$ cat config.mk
export PLATFORM = sky130hd
export DESIGN_NAME = osc_sample_cursor
export DESIGN_NICKNAME = d
export VERILOG_FILES = /design/src/rtl/osc_cur_pkg.sv /design/src/rtl/osc_rate_div.sv /design/src/rtl/osc_cursor.sv /design/src/rtl/osc_sample_cursor.sv
export SDC_FILE = /design/constraint.sdc
export NUM_CORES = 1
export LEC_CHECK = 0
export BUFFER_PORTS_ARGS = -buffer_cell sky130_fd_sc_hd__buf_4
export CORE_MARGIN = 1.5
export CORE_UTILIZATION = 46
export DETAILED_ROUTE_END_ITERATION = 6
export PLACE_DENSITY = 0.79
export SETUP_SLACK_MARGIN = 0.5
export SYNTH_ARGS = -nofsm -noshare
export SYNTH_HDL_FRONTEND = slang
export SYNTH_HIERARCHICAL = 1
export SYNTH_SLANG_ARGS = --single-unit
export TNS_END_PERCENT = 50
$ cat constraint.sdc
create_clock -name clk_i -period 7.4 [get_ports clk_i]
set_input_delay 0.74 -clock clk_i [delete_from_list [all_inputs] [get_ports clk_i]]
set_output_delay 0.74 -clock clk_i [all_outputs]
set_load 0.02 [all_outputs]
$ cat src/rtl/osc_cur_pkg.sv
package osc_cur_pkg;
  localparam int unsigned CUR_W_DEF = 8;
  localparam int unsigned SEL_W_DEF = 2;

  typedef enum logic [1:0] {
    DIV2  = 2'd0,
    DIV4  = 2'd1,
    DIV8  = 2'd2,
    DIV16 = 2'd3
  } ratio_code_e;
endpackage

$ cat src/rtl/osc_rate_div.sv
module osc_rate_div #(
  parameter int unsigned SEL_W = 2,
  localparam int unsigned CNT_W = 1 << SEL_W
) (
  input  logic             clk_i,
  input  logic             rst_ni,
  input  logic             tick_i,
  input  logic [SEL_W-1:0] sel_i,
  output logic             evt_o,
  output logic             sample_o
);
  logic [CNT_W-1:0] cnt_q;
  logic [CNT_W:0]   ratio;
  logic             last;

  assign ratio = (CNT_W+1)'(2) << sel_i;
  assign last  = ({1'b0, cnt_q} == ratio - 1'b1);
  assign evt_o = tick_i && last;

  always_ff @(posedge clk_i or negedge rst_ni) begin
    if (!rst_ni) begin
      cnt_q    <= '0;
      sample_o <= 1'b0;
    end else begin
      sample_o <= evt_o;
      if (tick_i) cnt_q <= last ? '0 : cnt_q + 1'b1;
    end
  end

  assert_cnt_in_range_R2: assert property (@(posedge clk_i) disable iff (!rst_ni)
    {1'b0, cnt_q} < ratio);
  assert_strobe_after_tick_R3: assert property (@(posedge clk_i) disable iff (!rst_ni)
    sample_o |-> $past(tick_i));
  assert_strobe_single_R3: assert property (@(posedge clk_i) disable iff (!rst_ni)
    sample_o |=> !sample_o);
  assert_no_strobe_idle_R8: assert property (@(posedge clk_i) disable iff (!rst_ni)
    !tick_i |=> !sample_o);
endmodule

$ cat src/rtl/osc_cursor.sv
module osc_cursor #(
  parameter int unsigned CUR_W = 8,
  parameter int unsigned SEL_W = 2
) (
  input  logic             clk_i,
  input  logic             rst_ni,
  input  logic             evt_i,
  input  logic [SEL_W-1:0] sel_i,
  input  logic [CUR_W-1:0] reload_i,
  output logic [SEL_W-1:0] sel_act_o,
  output logic [CUR_W-1:0] cursor_o
);
  logic [CUR_W:0]   step;
  logic             wrap;
  logic [SEL_W-1:0] sel_q;
  logic [CUR_W-1:0] cur_q;

  // step is half the divide ratio
  assign step      = (CUR_W+1)'(1) << sel_q;
  assign wrap      = ({1'b0, cur_q} < step);
  assign sel_act_o = sel_q;
  assign cursor_o  = cur_q;

  always_ff @(posedge clk_i or negedge rst_ni) begin
    if (!rst_ni) begin
      cur_q <= '0;
      sel_q <= '0;
    end else if (evt_i) begin
      if (wrap) begin
        cur_q <= reload_i;
        sel_q <= sel_i;
      end else begin
        cur_q <= cur_q - step[CUR_W-1:0];
      end
    end
  end

  assert_hold_idle_R8: assert property (@(posedge clk_i) disable iff (!rst_ni)
    !evt_i |=> $stable(cur_q));
  assert_ratio_at_wrap_R7: assert property (@(posedge clk_i) disable iff (!rst_ni)
    !$stable(sel_q) |-> $past(evt_i && wrap));
  assert_wrap_loads_R5: assert property (@(posedge clk_i) disable iff (!rst_ni)
    (evt_i && wrap) |=> cur_q == $past(reload_i));
  assert_step_half_ratio_R6: assert property (@(posedge clk_i) disable iff (!rst_ni)
    (evt_i && !wrap) |=> ($past(cur_q) - cur_q) == (CUR_W'(1) << $past(sel_q)));
endmodule

$ cat src/rtl/osc_sample_cursor.sv
module osc_sample_cursor
  import osc_cur_pkg::*;
#(
  parameter int unsigned CUR_W = CUR_W_DEF,
  parameter int unsigned SEL_W = SEL_W_DEF
) (
  input  logic             clk_i,
  input  logic             rst_ni,
  input  logic             tick_i,
  input  logic [SEL_W-1:0] ratio_sel_i,
  input  logic [CUR_W-1:0] reload_i,
  output logic             sample_o,
  output logic [CUR_W-1:0] cursor_o
);
  logic             evt;
  logic [SEL_W-1:0] sel_act;

  osc_rate_div #(.SEL_W(SEL_W)) u_div (
    .clk_i    (clk_i),
    .rst_ni   (rst_ni),
    .tick_i   (tick_i),
    .sel_i    (sel_act),
    .evt_o    (evt),
    .sample_o (sample_o)
  );

  osc_cursor #(.CUR_W(CUR_W), .SEL_W(SEL_W)) u_cur (
    .clk_i     (clk_i),
    .rst_ni    (rst_ni),
    .evt_i     (evt),
    .sel_i     (ratio_sel_i),
    .reload_i  (reload_i),
    .sel_act_o (sel_act),
    .cursor_o  (cursor_o)
  );

  assert_cursor_on_strobe_R4: assert property (@(posedge clk_i) disable iff (!rst_ni)
    !$stable(cursor_o) |-> sample_o);
endmodule

==> results of run 1 <==
## layer usage
layer	share of wire, %	vias to the layer above	track usage [%]
met1	43	408	21.4
met4	1.7	0	10.5
met5	0	-	0
met3	3.7	5	4.32
met2	52	21	32.2
li1	-	410	-
## synthesized netlist by cell type, types with 3 or more instances
cell      count
nand2_1       4
nand3_1       3
ha_1          5
dfrtp_1      15
a21oi_1       4
nor4_1        4
a211oi_1      3
a21o_1        3
nor2_1        6
inv_1         4
## stage by stage
stage	cells	total power [mW]	instance area, um^2
3_5_place_dp	141	0.514	1140
2_1_floorplan	95	0.416	955
5_1_grt	145	0.607	1160
4_1_cts	145	0.564	1160
6_report	145	0.565	1160
3_3_place_gp	141	0.501	1140
## flip-flops by register name, summed over array words and instances, names as in the netlist
| register | count |
|---|---|
| u_cur/cursor_o | 8 |
| u_cur/sel_act_o | 2 |
| u_div/sample_o | 1 |
| u_div/cnt_q | 4 |
## path summary, 6_finish.rpt
check	slack (ns)	from	endpoint	cells past startpoint
setup / recovery	4.65	u_cur/sel_act_o[1]	u_cur/cursor_o[7]	7
min in group clk_i	0.54	u_cur/cursor_o[3]	u_cur/cursor_o[3]	1
setup reg to reg	4.65	u_cur/sel_act_o[1]	u_cur/cursor_o[7]	7
max in group asynchronous	6.93	rst_ni	u_cur/cursor_o[5]	1
hold / removal	0.29	rst_ni	u_cur/cursor_o[1]	1
hold reg to reg	0.54	u_cur/cursor_o[3]	u_cur/cursor_o[3]	1
## cell type report
type / instances / area (um^2)
tap: 27 / 33.8
inverter: 5 / 18.8
multi-input combinational: 73 / 551
clock buffer: 4 / 26.3
fill: 178 / 800
timing repair buffer: 21 / 158
sequential: 15 / 375
## cell families (layout without fill, tap and decap cells)
family	after synthesis	in the layout	share of synthesized area (%)
fa+ha+maj	6	6	8.65
flops	15	15	39.3
compound gates	27	27	20.8
simple gates	34	34	21.2
mux	4	4	5.11
xor+xnor	2	2	1.84
buf+inv	7	30	3.01
## worst max-delay path, cell delays in order, from the launching register on
cell,delay [ns]
dfrtp_1,0.47
nor3_1,0.21
o211ai_1,0.14
a31oi_2,0.27
and2_1,0.35
clkinv_1,0.30
or4_4,0.58
mux2_4,0.30
## power groups by stage
stage               Clock, mW  Combinational [mW]  Sequential (mW)
finish                 0.0471               0.346            0.172
CTS                    0.0492               0.343            0.171
floorplan                   0               0.228            0.187
global placement            0               0.332            0.169
detailed placement          0               0.341            0.172
global route           0.0522               0.374            0.180
==> results.sh, run 1 <==
export IMPL_outcome="finished, final reports clean"
export IMPL_grt_setup_unrepaired="false"
export IMPL_remaining_drc_errors=0
export IMPL_hold_viol=0
export IMPL_syn_inst=95
export IMPL_grt_max_degree=16
export IMPL_max_freq_mhz=364
export IMPL_ys_seq_elements=15
export IMPL_yosys_warnings=6
export IMPL_dieArea_mm2=0.00236
export IMPL_synth_top_area_share_pct=39.3
export IMPL_row_count=16
export IMPL_gp_congestion=0.872
export IMPL_wirelength_mm=2.08
export IMPL_cts_tree="done"
export IMPL_cts_path_max_buffers=2
export IMPL_start_kind="register"
export IMPL_dp_hpwl_mm=1.56
export IMPL_grt_pass1_vias=779
export IMPL_crit_required_ns=7.57
export IMPL_ioPinCount=22
export IMPL_grt_pass1_wl_mm=3.41
export IMPL_worstSkewPairLatency_ns=0.29
export IMPL_pre_cts_slack_ns=4.71
export IMPL_finalNetCount=138
export IMPL_utilization_pct=59.2
export IMPL_clkSinkCount=15
export IMPL_syn_area_um2=955
export IMPL_area_delta_synth_final_pct=21.8
export IMPL_cts_resized=0
export IMPL_holdCritPathClass="primary input to asynchronous set/reset pin"
export IMPL_n_antenna_cell=0
export IMPL_critPathArrivalTime_ns=2.92
export IMPL_clk_pin_slew_ns=0.09
export IMPL_postLayoutSetupSlackWorst_ns=4.65
export IMPL_drv_slew=0
export IMPL_drt_pass1_iterations=4
export IMPL_synth_nets=114
export IMPL_antenna_found_initial=0
export IMPL_power_density_mw_per_mm2=486
export IMPL_synth_area_leaders="dfrtp_1 (39%), ha_1 (6.6%), nor4_1 (2.6%)"
export IMPL_post_cts_buffers=0
export IMPL_worstSetupEndpointType="register"
export IMPL_drt_iter0_markers=11
export IMPL_swShare_pct=48.4
export IMPL_route_detailed_wl_per_inst_um=14.3
export IMPL_setup_tns_ns=0
export IMPL_drive_above_1_share_pct=28.0
export IMPL_cts_buffers=3
export IMPL_ys_types=41
export IMPL_synthFlopType="dfrtp_1"
export IMPL_viasPerCell=5.82
export IMPL_period_needed_ns=2.75
export IMPL_yosysSeqAreaShare_pct=39.3
export IMPL_maxCapViolations=0
export IMPL_ctsHtreeMaxLevel=1
export IMPL_clockPowerShare_pct=8.3
export IMPL_hold_slack_ns=0.288
export IMPL_start_util_pct=48.7
export IMPL_post_route_period_util_pct=37.1
export IMPL_power_switching_mw=0.273
export IMPL_postSynthAreaPerCell_um2=10.0
export IMPL_grt_overflow=0
export IMPL_cp_max_fo=10
export IMPL_die_w_um=48.6
export IMPL_share_comb_of_total_power_pct=61.2
export IMPL_layout_commonest_cell="buf_4"
export IMPL_synth_top_area_cell="dfrtp_1"
export IMPL_final_cell_mix="buf_4 (21), dfrtp_1 (15), nor2_1 (6)"
export IMPL_slew_headroom_pct=61.1
export IMPL_path_class="register to register"
export IMPL_final_setup_viol_count=0
export IMPL_holdBufCountCts=0
export IMPL_ir_drop_v=0.000257
export IMPL_tightest_slew_ns=0.580
export IMPL_chipHeight_um=48.6
export IMPL_power_share_sequential_pct=30.4
export IMPL_leakagePower_nw=0.518
export IMPL_fin_worst_skew_ns=0.00441
export IMPL_core_mm2=0.00196
export IMPL_final_antenna_net_count=0
export IMPL_vias=844
export IMPL_ctsRootBufferMaster="clkbuf_4"
export IMPL_synthArstFlopShare_pct=100
export IMPL_internal_power_mw=0.291
export IMPL_grt_usage_pct=18.7
export IMPL_synth_edf_count=0
export IMPL_portBuffers=21
Power figures use the tool's default switching activity.
==> run 2, diff against run 1 <==
Clock period 7.4 ns to 2.7 ns, I/O delays scaled along.
==> results.sh, run 2 (same netlist as run 1, synthesis figures left out) <==
export IMPL_chipHeight_um=48.6
export IMPL_ir_drop_v=0.000865
export IMPL_grt_pass1_wl_mm=3.95
export IMPL_critPathSlowestCell="dfrtp_2"
export IMPL_drv_slew=0
export IMPL_cpPeakStageDelay_ns=0.45
export IMPL_row_count=16
export IMPL_max_freq_mhz=459
export IMPL_r2r_cells=6
export IMPL_hold_viol=0
export IMPL_crit_end="u_cur/cursor_o[7]"
export IMPL_grt_usage_pct=21.5
export IMPL_vias=941
export IMPL_path_cells="nand2b_4, ha_1, nor2b_4, o31a_1, or4_4, mux2_4"
export IMPL_fill_cells=173
export IMPL_layout_commonest_cell="buf_4"
export IMPL_leakagePower_nw=0.606
export IMPL_drt_iter0_markers=19
export IMPL_worstSkewPairLatency_ns=0.29
export IMPL_crit_start="u_cur/sel_act_o[1]"
export IMPL_clk_pin_slew_ns=0.10
export IMPL_wirelength_mm=2.48
export IMPL_crit_buf_inv=0
export IMPL_largest_reg_flops=8
export IMPL_rrSetupSlack_ns=0.52
export IMPL_stdcell_area_mm2=0.00134
export IMPL_start_util_pct=48.7
export IMPL_slew_headroom_pct=76.1
export IMPL_grt_setup_unrepaired="true"
export IMPL_ctsHtreeMaxLevel=1
export IMPL_worstSetupEndpointType="register"
export IMPL_cts_buffers=3
export IMPL_cpLargestDelayFamily="simple AND/OR/NAND/NOR gates"
export IMPL_gp_congestion=0.767
export IMPL_remaining_drc_errors=0
export IMPL_drt_pass1_iterations=6
export IMPL_timing_rr_end="u_cur/cursor_o[7]"
export IMPL_grt_overflow=0
export IMPL_p_total_mw=1.88
export IMPL_grt_pass1_vias=913
export IMPL_portBuffers=21
export IMPL_path_class="register to register"
export IMPL_fin_worst_skew_ns=0.0124
export IMPL_start_kind="register"
export IMPL_antenna_found_initial=0
export IMPL_grt_max_degree=16
export IMPL_area_delta_synth_final_pct=40.6
export IMPL_final_setup_viol_count=0
export IMPL_maxCapViolations=0
export IMPL_cp_max_fo=7
export IMPL_holdCritPathClass="primary input to register"
export IMPL_power_density_mw_per_mm2=1400
export IMPL_route_detailed_wl_per_inst_um=15.4
export IMPL_period_needed_ns=2.18
export IMPL_n_antenna_cell=0
export IMPL_path_depth=6
export IMPL_core_mm2=0.00196
export IMPL_ioPinCount=22
export IMPL_viasPerCell=5.84
export IMPL_critPathArrivalTime_ns=2.36
export IMPL_outcome="finished, final reports clean"
export IMPL_placed_area_mm2=0.00116
export IMPL_drive_above_1_share_pct=45.5
export IMPL_dieArea_mm2=0.00236
export IMPL_post_route_period_util_pct=80.6
export IMPL_tightest_slew_ns=0.357
export IMPL_final_cell_mix="buf_4 (36), dfrtp_1 (12)"
export IMPL_hold_start="ratio_sel_i[0]"
export IMPL_ctsRootBufferMaster="clkbuf_4"
export IMPL_cts_path_max_buffers=2
export IMPL_setup_tns_ns=0
export IMPL_crit_required_ns=2.88
export IMPL_finalNetCount=154
export IMPL_die_w_um=48.6
export IMPL_reg2reg_from="u_cur/sel_act_o[1]"
export IMPL_final_antenna_net_count=0
export IMPL_dp_hpwl_mm=1.59
export IMPL_clkSinkCount=15
export IMPL_cts_tree="done"
==> run 2: metrics by stage <==
step	instances	worst slack, ns	utilization [%]	hold slack [ns]
after global placement	142	0.426	59.2	0.136
after floorplan	95	0.502	-	-0.0256
after CTS	157	0.517	65.8	0.181
after global routing	161	0.467	68.4	0.187
final	161	0.523	68.4	0.197
after detailed placement	142	0.395	59.2	0.142
==> run 2: worst min-delay path by stage <==
stage	end	slack [ns]	depth (start not counted)
CTS	u_cur/sel_act_o[0]	0.18	2
detailed placement	u_cur/cursor_o[2]	0.14	1
global route	u_cur/sel_act_o[0]	0.19	2
finish	u_cur/sel_act_o[0]	0.20	2
floorplan	u_cur/cursor_o[0]	-0.03	0
global placement	u_cur/cursor_o[2]	0.14	1
==> run 2: per-layer routing <==
layer	GRT usage (%)	vias up	part of all wire, %
met1	25.7	445	40
met3	6.17	6	8.3
met5	0	-	0
met4	7.62	0	1.7
met2	37.0	51	50
li1	-	439	-
==> run 2: final cells by class <==
type	instances	area, um^2	share of cell area, %
inverter	5	23.8	1.77
multi-input combinational	73	599	44.6
tap	27	33.8	2.52
clock buffer	4	26.3	1.96
timing repair buffer	37	280	20.9
sequential	15	379	28.2
==> run 2: power by group <==
| group | internal [mW] | total (mW) | switching, mW |
|---|---|---|---|
| logic | 0.628 | 1.28 | 0.648 |
| clock network | 0.0574 | 0.130 | 0.0728 |
| registers | 0.332 | 0.478 | 0.146 |
| total | 1.02 | 1.88 | 0.867 |
==> run 2: timing repair <==
| item | in CTS | in global routing |
|---|---|---|
| hold endpoints to repair | 15 | 0 |
| hold buffers | 1 | 0 |
| setup endpoints to repair | 2 | 6 |
| pin swaps | 5 | 4 |
| gates resized for setup | 4 | 6 |
| setup buffers | 10 | 4 |
